[src/rtl/frame_mon_pkg.sv]
package frame_mon_pkg;
  function automatic int stat_len(input int nch, input int pad_w, input int val_w);
    return 1 + nch * (pad_w + val_w);
  endfunction
endpackage

[src/rtl/fm_sync.sv]
module fm_sync #(
  parameter int W = 3
) (
  input  logic         clk,
  input  logic         rst_n,
  input  logic [W-1:0] d_i,
  output logic [W-1:0] q_o
);
  logic [W-1:0] meta_q;
  logic [W-1:0] sync_q;

  always_ff @(posedge clk or negedge rst_n) begin
    if (!rst_n) begin
      meta_q <= '0;
      sync_q <= '0;
    end else begin
      meta_q <= d_i;
      sync_q <= meta_q;
    end
  end

  assign q_o = sync_q;
endmodule

[src/rtl/fm_frame_ctl.sv]
module fm_frame_ctl #(
  parameter int FRAME_LEN = 584,
  localparam int CW = $clog2(FRAME_LEN + 1)
) (
  input  logic          clk,
  input  logic          rst_n,
  input  logic          sck_lvl_i,
  input  logic          sck_rise_i,
  input  logic          ld_rise_i,
  output logic [CW-1:0] cnt_o,
  output logic          capture_o,
  output logic          err_o
);
  localparam logic [CW-1:0] FULL = CW'(FRAME_LEN);

  logic [CW-1:0] cnt_q, cnt_d;
  logic          first_q, first_d;
  logic          err_q, err_d;
  logic          early;

  assign early     = (cnt_q != '0) && (cnt_q < FULL);
  assign capture_o = sck_rise_i && !ld_rise_i && first_q;

  always_comb begin
    cnt_d   = cnt_q;
    first_d = first_q;
    err_d   = err_q;
    if (ld_rise_i) begin
      cnt_d   = '0;
      first_d = 1'b1;
      if (sck_lvl_i || early) err_d = 1'b1;
    end else if (sck_rise_i) begin
      if (cnt_q != FULL) cnt_d = cnt_q + 1'b1;
      if (first_q) begin
        first_d = 1'b0;
        err_d   = 1'b0;
      end
    end
  end

  always_ff @(posedge clk or negedge rst_n) begin
    if (!rst_n) begin
      cnt_q   <= '0;
      first_q <= 1'b1;
      err_q   <= 1'b0;
    end else begin
      cnt_q   <= cnt_d;
      first_q <= first_d;
      err_q   <= err_d;
    end
  end

  assign cnt_o = cnt_q;
  assign err_o = err_q;
endmodule

[src/rtl/fm_stat_tx.sv]
module fm_stat_tx #(
  parameter int NCH   = 48,
  parameter int PAD_W = 5,
  parameter int VAL_W = 6,
  localparam int FW = PAD_W + VAL_W,
  localparam int SL = frame_mon_pkg::stat_len(NCH, PAD_W, VAL_W)
) (
  input  logic               clk,
  input  logic               rst_n,
  input  logic               clear_i,
  input  logic               load_i,
  input  logic               shift_i,
  input  logic               flag_i,
  input  logic [NCH*VAL_W-1:0] vals_i,
  output logic               sdo_o
);
  logic [SL-1:0] img;
  logic [SL-1:0] sr_q, sr_d;

  always_comb begin
    img       = '0;
    img[SL-1] = flag_i;
    for (int c = 0; c < NCH; c++) begin
      for (int b = 0; b < VAL_W; b++) begin
        img[(NCH-1-c)*FW + b] = vals_i[c*VAL_W + b];
      end
    end
  end

  always_comb begin
    sr_d = sr_q;
    if (clear_i)      sr_d = '0;
    else if (load_i)  sr_d = img;
    else if (shift_i) sr_d = {sr_q[SL-2:0], 1'b0};
  end

  always_ff @(posedge clk or negedge rst_n) begin
    if (!rst_n) sr_q <= '0;
    else        sr_q <= sr_d;
  end

  assign sdo_o = sr_q[SL-1];
endmodule

[src/rtl/fm_rx_shift.sv]
module fm_rx_shift #(
  parameter int RX_W = 8
) (
  input  logic            clk,
  input  logic            rst_n,
  input  logic            clear_i,
  input  logic            shift_i,
  input  logic            bit_i,
  output logic [RX_W-1:0] data_o
);
  logic [RX_W-1:0] rx_q, rx_d;

  always_comb begin
    rx_d = rx_q;
    if (clear_i)      rx_d = '0;
    else if (shift_i) rx_d = {rx_q[RX_W-2:0], bit_i};
  end

  always_ff @(posedge clk or negedge rst_n) begin
    if (!rst_n) rx_q <= '0;
    else        rx_q <= rx_d;
  end

  assign data_o = rx_q;
endmodule

[src/rtl/frame_sync_monitor.sv]
module frame_sync_monitor #(
  parameter int FRAME_LEN = 584,
  parameter int NCH       = 48,
  parameter int PAD_W     = 5,
  parameter int VAL_W     = 6,
  parameter int RX_W      = 8
) (
  input  logic                 clk,
  input  logic                 rst_n,
  input  logic                 sck_i,
  input  logic                 ld_i,
  input  logic                 sdi_i,
  input  logic [NCH*VAL_W-1:0] stat_vals_i,
  output logic                 sdo_o,
  output logic                 frame_err_o,
  output logic [RX_W-1:0]      rx_data_o
);
  localparam int CW = $clog2(FRAME_LEN + 1);

  logic [1:0]    rst_pipe_q;
  logic          rst_n_sync;
  logic [2:0]    sync_lvl;
  logic          sck_lvl, ld_lvl, sdi_lvl;
  logic          sck_prev_q, ld_prev_q;
  logic          sck_rise, ld_rise;
  logic [CW-1:0] bit_cnt;
  logic          capture;
  logic          err_acc;

  always_ff @(posedge clk or negedge rst_n) begin
    if (!rst_n) rst_pipe_q <= '0;
    else        rst_pipe_q <= {rst_pipe_q[0], 1'b1};
  end
  assign rst_n_sync = rst_pipe_q[1];

  fm_sync #(.W(3)) u_sync (
    .clk   (clk),
    .rst_n (rst_n_sync),
    .d_i   ({sck_i, ld_i, sdi_i}),
    .q_o   (sync_lvl)
  );
  assign {sck_lvl, ld_lvl, sdi_lvl} = sync_lvl;

  always_ff @(posedge clk or negedge rst_n_sync) begin
    if (!rst_n_sync) begin
      sck_prev_q <= 1'b0;
      ld_prev_q  <= 1'b0;
    end else begin
      sck_prev_q <= sck_lvl;
      ld_prev_q  <= ld_lvl;
    end
  end
  assign sck_rise = sck_lvl & ~sck_prev_q;
  assign ld_rise  = ld_lvl & ~ld_prev_q;

  fm_frame_ctl #(.FRAME_LEN(FRAME_LEN)) u_ctl (
    .clk        (clk),
    .rst_n      (rst_n_sync),
    .sck_lvl_i  (sck_lvl),
    .sck_rise_i (sck_rise),
    .ld_rise_i  (ld_rise),
    .cnt_o      (bit_cnt),
    .capture_o  (capture),
    .err_o      (err_acc)
  );

  fm_stat_tx #(.NCH(NCH), .PAD_W(PAD_W), .VAL_W(VAL_W)) u_tx (
    .clk     (clk),
    .rst_n   (rst_n_sync),
    .clear_i (ld_rise),
    .load_i  (capture),
    .shift_i (sck_rise),
    .flag_i  (err_acc),
    .vals_i  (stat_vals_i),
    .sdo_o   (sdo_o)
  );

  fm_rx_shift #(.RX_W(RX_W)) u_rx (
    .clk     (clk),
    .rst_n   (rst_n_sync),
    .clear_i (ld_rise),
    .shift_i (sck_rise),
    .bit_i   (sdi_lvl),
    .data_o  (rx_data_o)
  );

  assign frame_err_o = err_acc;
endmodule

[config.mk]
export PLATFORM = sky130hd
export DESIGN_NAME = frame_sync_monitor
export DESIGN_NICKNAME = d
export VERILOG_FILES = /design/src/rtl/frame_mon_pkg.sv /design/src/rtl/fm_sync.sv /design/src/rtl/fm_frame_ctl.sv /design/src/rtl/fm_stat_tx.sv /design/src/rtl/fm_rx_shift.sv /design/src/rtl/frame_sync_monitor.sv
export SDC_FILE = /design/constraint.sdc
export NUM_CORES = 1
export LEC_CHECK = 0
export CAP_MARGIN = 10
export CORE_UTILIZATION = 45
export CTS_BUF_LIST = sky130_fd_sc_hd__clkbuf_2
export DETAILED_ROUTE_END_ITERATION = 8
export PLACE_DENSITY = 0.72
export SYNTH_ARGS = -nofsm -noshare
export SYNTH_HDL_FRONTEND = slang
export SYNTH_SLANG_ARGS = --single-unit
[constraint.sdc]
create_clock -name clk -period 33.3 [get_ports clk]
set_input_delay 3.33 -clock clk [delete_from_list [all_inputs] [get_ports clk]]
set_output_delay 3.33 -clock clk [all_outputs]
set_load 0.005 [all_outputs]
==> After elaboration in Yosys (flattened, before gate mapping) <==
Index checks and enable logic that the tools add are counted.
{ "totals": {"ff_bits": 559, "latch_bits": 0, "mem_bits_rw": 0, "mem_bits_ro": 0, "inputBits": 293, "wordCells": 44, "n_memories": 0} }
{ "op_classes": {"add_sub_neg": 1, "multipliers": 0, "div_mod_pow": 0, "order_cmp": 1, "n_eq_ne": 2, "n_shift": 0, "n_mux": 14, "bitwise_logic": 4, "n_reduce_logical": 12} }
{ "ops": {"columns": ["op", "count"], "rows": [
  ["2-to-1 mux 529 bit", 3],
  ["2-to-1 mux 10 bit", 3],
  ["2-to-1 mux 8 bit", 2],
  ["adder 10 x 1 -> 10 bit, second input constant", 1],
  ["< comparator 10 bit, second input constant", 1],
  ["inequality test 10 bit, second input constant", 1],
  ["nonzero test 10 bit", 1],
  ["2-to-1 mux 1 bit", 6],
  ["nonzero test 2 bit", 3],
  ["logical AND 1 bit", 3],
  ["AND reduction 3 bit", 1],
  ["nonzero test 3 bit", 1],
  ["bitwise AND 1 bit", 2],
  ["inequality test 2 bit, second input constant", 1],
  ["NOT 1 bit", 2],
  ["AND reduction 2 bit", 1],
  ["zero test 1 bit", 1],
  ["logical OR 1 bit", 1]
]} }

==> Logic depth before layout (Yosys ltp) <==
{ "depth": {"ltp_word": 7, "ltp_mapped": 7, "mapped_depth_nobuf": 6} }

==> Modules after synthesis <==
From an unflattened synthesis, not the netlist that was laid out.
{ "hier_totals": {"hier_cells": 2176, "area_unflattened_um2": 25901.1} }
{ "modules_own_cells": {"columns": ["module", "instances", "cells_each", "area_per_inst_um2", "seq_area_each_um2"], "rows": [
  ["fm_stat_tx", 1, 2059, 24578.6, 13237.7],
  ["fm_frame_ctl", 1, 78, 715.7, 301.5],
  ["fm_rx_shift", 1, 26, 325.3, 200.2],
  ["fm_sync", 1, 6, 150.1, 150.1],
  ["frame_sync_monitor", 1, 7, 131.4, 100.1]
]} }

==> Worst setup path after synthesis <==
No wires, ideal clock.
{ "synth_path": {"kind": "reg2out", "from": "reg u_rx.rx_q[0] (netlist: u_rx.data_o[0])", "to": "out rx_data_o[0]", "arrival_time_ns": 0.373, "path_slack_ns": 29.597, "stages_incl_launch_ff": 1, "path_buffers": 0, "path_cell_list": "dfrtp_1"} }
{ "synth_rtl": {"columns": ["item", "line_no", "rtl"], "rows": [
  ["from (decl)", "fm_rx_shift.sv:11", "logic [RX_W-1:0] rx_q, rx_d;"],
  ["from (signal assigned)", "fm_rx_shift.sv:21", "else rx_q <= rx_d;"],
  ["to (decl)", "frame_sync_monitor.sv:16", "output logic [RX_W-1:0] rx_data_o"]
]} }
No word-level cell between the ends.

==> Worst setup path after layout <==
{ "layout_path": {"from": "reg u_ctl.err_q (netlist: u_ctl.err_o)", "to": "out frame_err_o"} }
{ "layout_rtl": {"columns": ["item", "line_no", "rtl"], "rows": [
  ["from (decl)", "fm_frame_ctl.sv:18", "logic err_q, err_d;"],
  ["from (signal assigned)", "fm_frame_ctl.sv:49", "err_q <= err_d;"],
  ["to (decl)", "frame_sync_monitor.sv:15", "output logic frame_err_o,"]
]} }
No word-level cell between the ends.

==> flow_summary_export.csv <==
group,metric,value,unit
critical_path,cp-start-kind,"flip-flop",
synth,synth_area_leaders,"dfrtp_1 (61%), mux2i_1 (13%), a22o_1 (9.6%)",
routing,wl_met2,21.9,mm
synth,synth_warnings,0,
cts,cts.clk_slew.worst_paths,0.09,ns
critical_path,path_class,"flip-flop to output port",
cts,clockRootBuffer,"clkbuf_2",
cells_and_area,post-route-util,55.5,%
sta,rsz0062_at_grt,"false",
flow_run,drv_cap,0,
cells_and_area,syn2layout_area_growth,20.6,%
power_and_ir_drop,power.leakage,13.2,nW
global_routing,overflow,0,
critical_path,slowest_stage,"clkdlybuf4s50_1",
routing,dr_wl_met3,3.15,mm
floorplan,coreArea,49400,µm²
critical_path,worstPathMaxFanout,3,
cells_and_area,fin_area,27400,µm²
synth,yosysMostFrequentCell,"dfrtp_1",
cts,h-tree-depth,4,
place,place_area,26100,µm²
routing,drt-pass1-iter-count,4,
synth,synth_seq_cells,559,
global_routing,grt_max_degree,246,
routing,drc_errors,0,
power_and_ir_drop,cellPowerDensity,51.6,nW/µm²
sta,worstMarginPinSlew,1.30,ns
cts,hold_buffers,0,
sta,slew_violations,0,
cells_and_area,register_area,14000,µm²
synth,seq_area_frac_synth,61.5,%
floorplan,die_y,227,µm
global_routing,grt_usage,19.4,%
floorplan,ioPinCount,303,
global_routing,grt_pass1_wl,80.1,mm
floorplan,placementRows,81,
global_routing,antenna_found_initial,1,
routing,wl_per_cell,16.4,µm
sta,fin_worst_skew,0.0897,ns
critical_path,cp.arrival,2.16,ns
synth,avgSynthCellArea,12.0,µm²
cells_and_area,multi_input_area,8020,µm²
synth,syn_inst,1892,
routing,dr_total_vias,15600,
power_and_ir_drop,power,0.00141,W
critical_path,cpPeakStageDelay,0.53,ns
sta,max_freq,0.182,GHz
synth,synth_cell_types,43,
critical_path,cp_num_buf_inv,1,
cts,cts.path.max_buffers,3,
min_path,hold_path.class,"flip-flop to flip-flop",
cts,cts_tree,"done",
sta,finalCritPeriodShare,16.5,%
cells_and_area,final_nets,2502,
critical_path,path_cells,"clkdlybuf4s50_1",
routing,dr.max_layer_used,"met4",
synth,netlist.area_leader.share,61.4,%
routing,routed_wl,48.6,mm
outcome,status,"finished, final reports clean",
floorplan,die_area,51400,µm²
floorplan,start_util,46.1,%
floorplan,die_w,227,µm
place,portBuffers,302,
sta,finalSetupViolCount,0,
sta,report.final.hold_viol_count,0,
routing,routed_via_density,5.27,
sta,period_needed,5.49,ns
cells_and_area,drive_above_1_share,10.7,%
power_and_ir_drop,vdd_drop_max,0.0288,mV
synth,synthArstFlopShare,100,%
cells_and_area,nFillCells,4187,
cts,post_cts_resize_count,0,
global_routing,grt_pass1_vias,16200,
place,hpwlAfterDp,28.7,mm
cts,cts.sinks,559,
critical_path,endpoint_kind,"output port",
synth,synth_edf_count,0,
critical_path,critPathRequiredTime,29.97,ns
place,gp_congestion,0.776,
synth,syn_area,22700,µm²
sta,slew_headroom,13.6,%
cts,cts_buffers,146,
routing,drt_iter0_markers,1148,
cts,cts_setup_buffers,0,
critical_path,crit_family,"buffers and inverters",
synth,syn_nets,2187,
synth,yosys.area.top_type,"dfrtp_1",
cts,clock_latency,1.25,ns
sta,tns,0,ns
routing,ant_nets,0,
routing,drt-met1-wl,22.6,mm
synth,synth_flop_cell,"dfrtp_1",
synth,yosys-top-cells-count,"dfrtp_1 (558), nand2_1 (296), mux2i_1 (289), o21ai_1 (289), a22o_1 (248)",
## per-stage QoR
stage               worst slack (ns)  hold slack [ns]  cells
floorplan                      16.57            0.331   1892
global placement               29.01            0.331   2723
detailed placement             28.99            0.336   2723
CTS                            27.57            0.356   2964
global route                   27.58            0.356   2966
finish                         27.81            0.351   2966
## registers in the layout, summed over array words and instances, names as in the netlist
name,cells
u_rx.data_o,8
u_tx.sr_q,529
u_ctl.first_q,1
u_ctl.cnt_o,10
ld_prev_q,1
u_ctl.err_o,1
u_sync.q_o,3
rst_pipe_q,2
sck_prev_q,1
u_sync.meta_q,3
## worst paths after layout
| kind | startpoint | endpoint | slack (ns) | cells after the start |
|---|---|---|---|---|
| setup / recovery | u_ctl.err_o | frame_err_o | 27.81 | 1 |
| hold / removal | rst_pipe_q[0] | rst_pipe_q[1] | 0.35 | 0 |
| max in group asynchronous | rst_pipe_q[1] | u_tx.sr_q[159] | 30.41 | 2 |
| setup reg to reg | u_ctl.first_q | u_tx.sr_q[333] | 29.17 | 5 |
| hold reg to reg | rst_pipe_q[0] | rst_pipe_q[1] | 0.35 | 0 |
| min in group asynchronous | rst_pipe_q[1] | u_tx.sr_q[442] | 0.43 | 0 |
## layer usage
metal  track usage, %  vias to the layer above
li1                 -                     7451
met1             26.5                     7765
met2             28.2                      323
met3             6.65                       86
met4             7.98                        0
met5                0                        -
## cells by family (layout without fill, tap and decap cells)
| logic type | after synthesis | in the layout | share of synthesized area (%) |
|---|---|---|---|
| compound gates | 552 | 552 | 16.4 |
| xor+xnor | 6 | 6 | 0.231 |
| fa+ha+maj | 2 | 2 | 0.110 |
| buf+inv | 158 | 566 | 3.26 |
| flops | 559 | 559 | 61.5 |
| mux | 289 | 289 | 12.7 |
| other cells | 1 | 3 | 0.0165 |
| simple gates | 325 | 325 | 5.69 |
## layout by cell type, fill, tap and decap left out, types with 2 or more instances in the layout
| cell type | synthesis | layout |
|---|---|---|
| mux2i_1 | 289 | 289 |
| clkdlybuf4s50_1 | 0 | 302 |
| nand2_1 | 296 | 295 |
| clkinv_1 | 0 | 23 |
| buf_4 | 12 | 17 |
| nor2_1 | 12 | 12 |
| clkinvlp_4 | 0 | 3 |
| bufinv_16 | 0 | 6 |
| a22o_1 | 248 | 248 |
| dfrtp_1 | 558 | 557 |
| buf_12 | 0 | 3 |
| clkinv_2 | 0 | 5 |
| o21ai_1 | 289 | 289 |
| clkinv_4 | 0 | 2 |
| ha_1 | 2 | 2 |
| inv_2 | 0 | 3 |
| clkbuf_2 | 0 | 199 |
| inv_1 | 3 | 3 |
| nand2b_1 | 2 | 2 |
| diode_2 | 0 | 2 |
| xnor2_1 | 5 | 5 |
| a211oi_1 | 3 | 3 |
| nand3_1 | 3 | 3 |
## report_power, final
group	switching [W]	total (W)	leakage [nW]	internal, W
clock	0.000277	0.000485	0.988	0.000208
combinational	0.0000945	0.000182	4.56	0.0000874
sequential	0.0000282	0.000747	7.62	0.000719
total	0.000400	0.00141	13.2	0.00101
## cell type report
class / count / share of cell area [%]
sequential: 559 / 51.1
multi-input combinational: 1175 / 29.2
timing repair buffer: 322 / 11.7
clock buffer: 199 / 3.63
tap: 664 / 3.03
clock inverter: 42 / 1.25
inverter: 3 / 0.0411
antenna: 2 / 0.0183
(Power assumes the default switching activity.)
